<file path="config.mk">
export PLATFORM = sky130hd
export DESIGN_NAME = tdd_pin_sequencer
export DESIGN_NICKNAME = d
export VERILOG_FILES = /design/src/rtl/tdd_pin_seq_pkg.sv /design/src/rtl/tdd_pin_seq_ctrl.sv /design/src/rtl/tdd_pin_seq_dp.sv /design/src/rtl/tdd_pin_sequencer.sv
export SDC_FILE = /design/constraint.sdc
export NUM_CORES = 1
export LEC_CHECK = 0
export ABC_AREA = 0
export BUFFER_PORTS_ARGS = -buffer_cell sky130_fd_sc_hd__buf_2
export CAP_MARGIN = 20
export CORE_AREA = 4 4 41 43
export CTS_CLUSTER_DIAMETER = 30
export DETAILED_ROUTE_END_ITERATION = 16
export DIE_AREA = 0 0 45 47
export GPL_ROUTABILITY_DRIVEN = 0
export PLACE_DENSITY = 0.49
export REMOVE_ABC_BUFFERS = 1
export SLEW_MARGIN = 20
export SYNTH_ARGS = -nofsm -noshare
export SYNTH_HDL_FRONTEND = slang
export SYNTH_HIERARCHICAL = 1
export SYNTH_SLANG_ARGS = --single-unit
</file>
<file path="constraint.sdc">
create_clock -name clk -period 1.7 [get_ports clk]
set_input_delay 0.085 -clock clk [delete_from_list [all_inputs] [get_ports clk]]
set_output_delay 0.085 -clock clk [all_outputs]
set_load 0.03 [all_outputs]
</file>
<file path="src/rtl/tdd_pin_seq_pkg.sv">
package tdd_pin_seq_pkg;

  typedef enum logic [1:0] {
    ST_ALERT = 2'b00,
    ST_RX    = 2'b01,
    ST_TX    = 2'b10
  } devState_e;

  typedef struct packed {
    logic dirLoad;
    logic dirVal;
    logic enSet;
    logic enClr;
    logic conflict;
  } pinStrobe_t;

endpackage

</file>
<file path="src/rtl/tdd_pin_seq_ctrl.sv">
module tdd_pin_seq_ctrl
  import tdd_pin_seq_pkg::*;
(
  input  logic       clk,
  input  logic       rstN,
  input  logic       rxReq,
  input  logic       txReq,
  input  logic       pulseMode,
  input  logic       curTxnrx,
  output pinStrobe_t strb,
  output devState_e  state
);

  devState_e nextState;
  logic pulseLatched, nextPulse;
  logic settle, nextSettle;
  logic bothReq, oneReq, ownReq;

  assign bothReq = rxReq & txReq;
  assign oneReq  = rxReq ^ txReq;
  assign ownReq  = (state == ST_TX) ? txReq : rxReq;

  always_comb begin
    strb          = '0;
    strb.conflict = bothReq;
    nextState     = state;
    nextPulse     = pulseLatched;
    nextSettle    = 1'b0;
    case (state)
      ST_ALERT: begin
        strb.enClr = 1'b1;
        if (oneReq && !settle) begin
          if (curTxnrx != txReq) begin
            strb.dirLoad = 1'b1;
            strb.dirVal  = txReq;
          end else begin
            nextState  = txReq ? ST_TX : ST_RX;
            nextPulse  = pulseMode;
            nextSettle = 1'b1;
            strb.enClr = 1'b0;
            strb.enSet = 1'b1;
          end
        end
      end
      default: begin
        if (!ownReq && !settle) begin
          nextState  = ST_ALERT;
          nextSettle = 1'b1;
          strb.enSet = pulseLatched;
          strb.enClr = !pulseLatched;
        end else begin
          strb.enClr = pulseLatched;
        end
      end
    endcase
  end

  always_ff @(posedge clk) begin
    if (!rstN) begin
      state        <= ST_ALERT;
      pulseLatched <= 1'b0;
      settle       <= 1'b0;
    end else begin
      state        <= nextState;
      pulseLatched <= nextPulse;
      settle       <= nextSettle;
    end
  end

endmodule

</file>
<file path="src/rtl/tdd_pin_seq_dp.sv">
module tdd_pin_seq_dp
  import tdd_pin_seq_pkg::*;
(
  input  logic       clk,
  input  logic       rstN,
  input  pinStrobe_t strb,
  output logic       enableOut,
  output logic       txnrxOut,
  output logic       conflictOut
);

  always_ff @(posedge clk) begin
    if (!rstN) begin
      enableOut   <= 1'b0;
      txnrxOut    <= 1'b0;
      conflictOut <= 1'b0;
    end else begin
      if (strb.enSet)        enableOut <= 1'b1;
      else if (strb.enClr)   enableOut <= 1'b0;
      if (strb.dirLoad)      txnrxOut  <= strb.dirVal;
      conflictOut <= strb.conflict;
    end
  end

endmodule

</file>
<file path="src/rtl/tdd_pin_sequencer.sv">
module tdd_pin_sequencer
  import tdd_pin_seq_pkg::*;
(
  input  logic       clk,
  input  logic       rstN,
  input  logic       rxReq,
  input  logic       txReq,
  input  logic       pulseMode,
  output logic       enablePin,
  output logic       txnrxPin,
  output logic [1:0] devState,
  output logic       conflictErr
);

  pinStrobe_t strb;
  devState_e  stateQ;

  tdd_pin_seq_ctrl u_ctrl (
    .clk(clk), .rstN(rstN), .rxReq(rxReq), .txReq(txReq),
    .pulseMode(pulseMode), .curTxnrx(txnrxPin), .strb(strb), .state(stateQ)
  );

  tdd_pin_seq_dp u_dp (
    .clk(clk), .rstN(rstN), .strb(strb),
    .enableOut(enablePin), .txnrxOut(txnrxPin), .conflictOut(conflictErr)
  );

  assign devState = stateQ;

endmodule

</file>
==> impl_table.tex <==
\begin{tabular}{lr}
\hline
Metric & Value \\
\hline
\multicolumn{2}{l}{\textbf{Logic synthesis}} \\
Dominant combinational cell family by area after synthesis & simple AND/OR/NAND/NOR gates \\
Post-synthesis cell count & 42 \\
Most area-consuming cells after synthesis & sky130\_fd\_sc\_hd\_\_dfxtp\_1 35\%, sky130\_fd\_sc\_hd\_\_ha\_1 9.5\%, sky130\_fd\_sc\_hd\_\_nor2b\_1 6.3\% \\
Synth Area in Compound Gates & 0.145 \\
Top\_reg\_cell synth & sky130\_fd\_sc\_hd\_\_dfxtp\_1 \\
Number of warnings reported in the yosys synthesis log & 6 \\
Avg Synthesized Cell Area & 9.44 sq um \\
Most frequently used cell type in the post-synthesis netlist & sky130\_fd\_sc\_hd\_\_dfxtp\_1 \\
Synthesized flop and latch total & 7 \\
Sequential element share of the synthesized area & 0.353 \\
Share of the synthesized area in the top cell type & 0.353 \\
Post-synthesis cell type with the largest combined area & sky130\_fd\_sc\_hd\_\_dfxtp\_1 \\
Xor and xnor area share after synthesis & 0 \\
Commonest cells in the netlist & 7 x sky130\_fd\_sc\_hd\_\_dfxtp\_1, 4 x sky130\_fd\_sc\_hd\_\_nand2\_1, 4 x sky130\_fd\_sc\_hd\_\_nor2b\_1 \\
Fraction of registers with async set or reset after synthesis & 0 \\
Number of unique standard cell types used by synthesis & 19 \\
Count of flip-flops with a built-in enable after synthesis & 0 \\
Adder-Cell Fraction of Synth Area & 0.0946 \\
Post-synthesis mux area share & 0.107 \\
Area share of and/or/nand/nor cells after synthesis & 0.271 \\
Post-synthesis instance area & about 400 sq um \\
\multicolumn{2}{l}{\textbf{Floorplanning}} \\
Placeable Area & $\sim$1300 sq um \\
Starting density of the core & 0.305 \\
Die outline area & 2120 sq um \\
Vertical die dimension & 47 um \\
Count of boundary I/O pins & 10 \\
Width of the die & 45 um \\
Number of placement rows & 13 \\
\multicolumn{2}{l}{\textbf{Final layout}} \\
Final core utilization & 0.382 \\
Final instance area & between 400 and 500 sq um \\
Fraction of layout instances using a drive strength above 1 & 0.339 \\
Final instance count without filler cells & 71 \\
Diodes inserted & 0 \\
Net count reported at finish & 65 \\
Growth of design area from synthesis to finish & 25.2\% \\
\multicolumn{2}{l}{\textbf{Critical path}} \\
Worst path bufs/invs & 0 \\
Worst endpoint data arrival time & 1780 ps \\
CP most frequent cell & sky130\_fd\_sc\_hd\_\_o21a\_1 \\
Critical path required time & 1890 ps \\
Crit path largest cell delay & 340 ps \\
Levels on crit path & 7 \\
Crit path max-delay cell type & sky130\_fd\_sc\_hd\_\_mux2\_2 \\
Launching element type of the critical path & flop \\
R2r startpoint & u\_ctrl/state[1] \\
Kind of capture point of the worst setup path & flop \\
Largest driver fanout on the critical path & 2 \\
WS Path Type & reg2reg \\
Cell chain of the critical path & nor2b\_2, mux2\_2, nor2\_1, ha\_1, o21a\_1, nor2b\_1, o21a\_1 \\
Capture instance of the worst register-to-register path & u\_dp/enableOut \\
Depth of the worst register-to-register path & 7 \\
Family with the most delay on the worst path & simple AND/OR/NAND/NOR gates \\
R2R setup slack & 120 ps \\
\multicolumn{2}{l}{\textbf{Route}} \\
Overall routed net length & 783 um \\
DRC errors left & 0 \\
Number of nets with antenna violations after routing & 0 \\
Routed length per instance & 11.0 um \\
Number of violations reported at the end of detailed-routing iteration 0 & 6 \\
Routed via count & 347 \\
Initial DRT Pass Iterations & 4 \\
Average via count per standard cell & 4.89 \\
\multicolumn{2}{l}{\textbf{Min path}} \\
Worst hold endpoint & u\_ctrl/pulseLatched \\
Hold Path Cell Cnt & 3 \\
Hold wc startpoint & pulseMode \\
Class of the most critical hold timing path & in2reg \\
\multicolumn{2}{l}{\textbf{Flow run}} \\
\# Max-Cap Violations & 0 \\
\multicolumn{2}{l}{\textbf{Global route}} \\
Global-route wire length before repair & 1.39 mm \\
Vias in the first global route & 328 \\
Overflow left after global routing & 0 \\
Combined global-route utilization of all metal layers & 0.0958 \\
Number of antenna violations at the first check in global routing & 0 \\
Largest net degree at the start of global routing & 11 \\
\multicolumn{2}{l}{\textbf{Power and ir drop}} \\
Pint & 0.311 mW \\
Power density relative to cell area & 873 nW/um\^{}2 \\
Design Power & 0.434 mW \\
Sequential share of power & 0.426 \\
Clk network pwr share & 0.343 \\
Net switching component of the power & 0.123 mW \\
Sw Share & 0.283 \\
IR Drop Worst-Case VDD & 0.435 mV \\
Leakage power total & 0.227 nW \\
Proportion of power drawn by combinational gates & 0.231 \\
\multicolumn{2}{l}{\textbf{Run status}} \\
Outcome & finished, final reports clean \\
\multicolumn{2}{l}{\textbf{Timing}} \\
Unrepaired setup endpoints after global routing & false \\
Setup TNS & 0 ps \\
Endpoints failing setup & 0 \\
Final count of pins violating max slew & 0 \\
WHS & $\sim$85 ps \\
Final min period & 1580 ps \\
Worst slew margin relative to its limit & 0.828 \\
Post-route clock skew & approximately 1.6 ps \\
Final critical-path share of the clock period & 0.930 \\
Final Hold Vio Count & 0 \\
Final worst setup slack & 119 ps \\
Worst-margin pin slew & 258 ps \\
Achievable frequency & 632 MHz \\
\multicolumn{2}{l}{\textbf{CTS}} \\
TritonCTS clock tree & built \\
Deepest clock path buffer count & 2 \\
Clk sink count & 7 \\
CTS buffer count & 3 \\
Latest clock arrival within the worst-skew pair & 250 ps \\
Root Buffer Master & sky130\_fd\_sc\_hd\_\_clkbuf\_4 \\
CTS H-Tree Depth & 1 \\
Worst-path clk slew & $\sim$50 ps \\
\multicolumn{2}{l}{\textbf{Placed design}} \\
Standard cell area after detailed placement & 468 sq um \\
DP Cell Count & 67 \\
Pre-CTS setup slack & 96.8 ps \\
Number of input and output port buffers inserted & 9 \\
\hline
\end{tabular}
-- area by class of cell --
| class | count | area [sq um] |
|---|---|---|
| Clock buffer | 4 | 26.3 |
| Multi-Input combinational cell | 33 | 248 |
| Tap cell | 15 | 18.8 |
| Fill cell | 147 | 805 |
| Inverter | 1 | 3.75 |
| Timing Repair Buffer | 11 | 60.1 |
| Sequential cell | 7 | 140 |
-- timing repair --
| item | 4_1_cts | 5_1_grt |
|---|---|---|
| hold buffers | 0 | 0 |
| buffers inserted | 0 | 0 |
| resized for setup | 0 | 1 |
| setup endpoints to repair | 0 | 1 |
| hold endpoints to repair | 0 | 0 |
-- registers in the layout (all words and copies together), names as in the netlist --
name and count:
u_ctrl/state 2, u_ctrl/pulseLatched 1, u_ctrl/settle 1, u_dp/conflictOut 1
u_dp/enableOut 1, u_dp/txnrxOut 1
-- worst max path at each step --
stage,startpoint,end,slack [ps]
finish,u_ctrl/state[1],u_dp/enableOut,120
global route,u_ctrl/state[1],u_dp/enableOut,20
CTS,u_ctrl/state[1],u_dp/enableOut,80
detailed placement,u_ctrl/state[1],u_dp/enableOut,100
global placement,u_ctrl/state[1],u_dp/enableOut,100
floorplan,u_ctrl/state[1],u_dp/enableOut,-170
-- logic make-up after synthesis --
kind of cell               after synthesis
AOI/OAI and AO/OA                        9
adders and majority gates                3
buffers and inverters                    2
DFF                                      7
muxes                                    4
and+or+nand+nor                         17
-- cell usage in the layout (no fill, tap or decap), drive strengths merged --
cell     n
dfxtp    7
nor3b    1
a21oi    1
o211ai   2
nand2    5
o21a     2
a21boi   1
and2     2
nor2     3
clkbuf   4
inv      1
nor4b    1
mux2     2
o21ai    3
buf     11
nand2b   1
mux2i    2
ha       3
nor2b    4
-- routing by layer --
layer | vias up | share of wire | GRT usage
met4 | 0 | 0.013 | 0.0702
met1 | 160 | 0.46 | 0.103
met3 | 2 | 0.088 | 0.0536
met5 | - | 0 | 0
met2 | 7 | 0.44 | 0.141
li1 | 178 | - | -
-- power by group through the flow --
stage	combinational (mW)	clock, mW	sequential, mW
after global routing	0.112	0.172	0.186
after global placement	0.100	0	0.188
after floorplan	0.0520	0	0.205
final	0.100	0.149	0.185
after CTS	0.101	0.159	0.184
after detailed placement	0.101	0	0.188
-- worst min-delay path, cell delays in order --
cell                      delay, ps
sky130_fd_sc_hd__buf_2          100
sky130_fd_sc_hd__nand2_1         50
sky130_fd_sc_hd__mux2i_1         50
(Power assumes the default switching activity.)
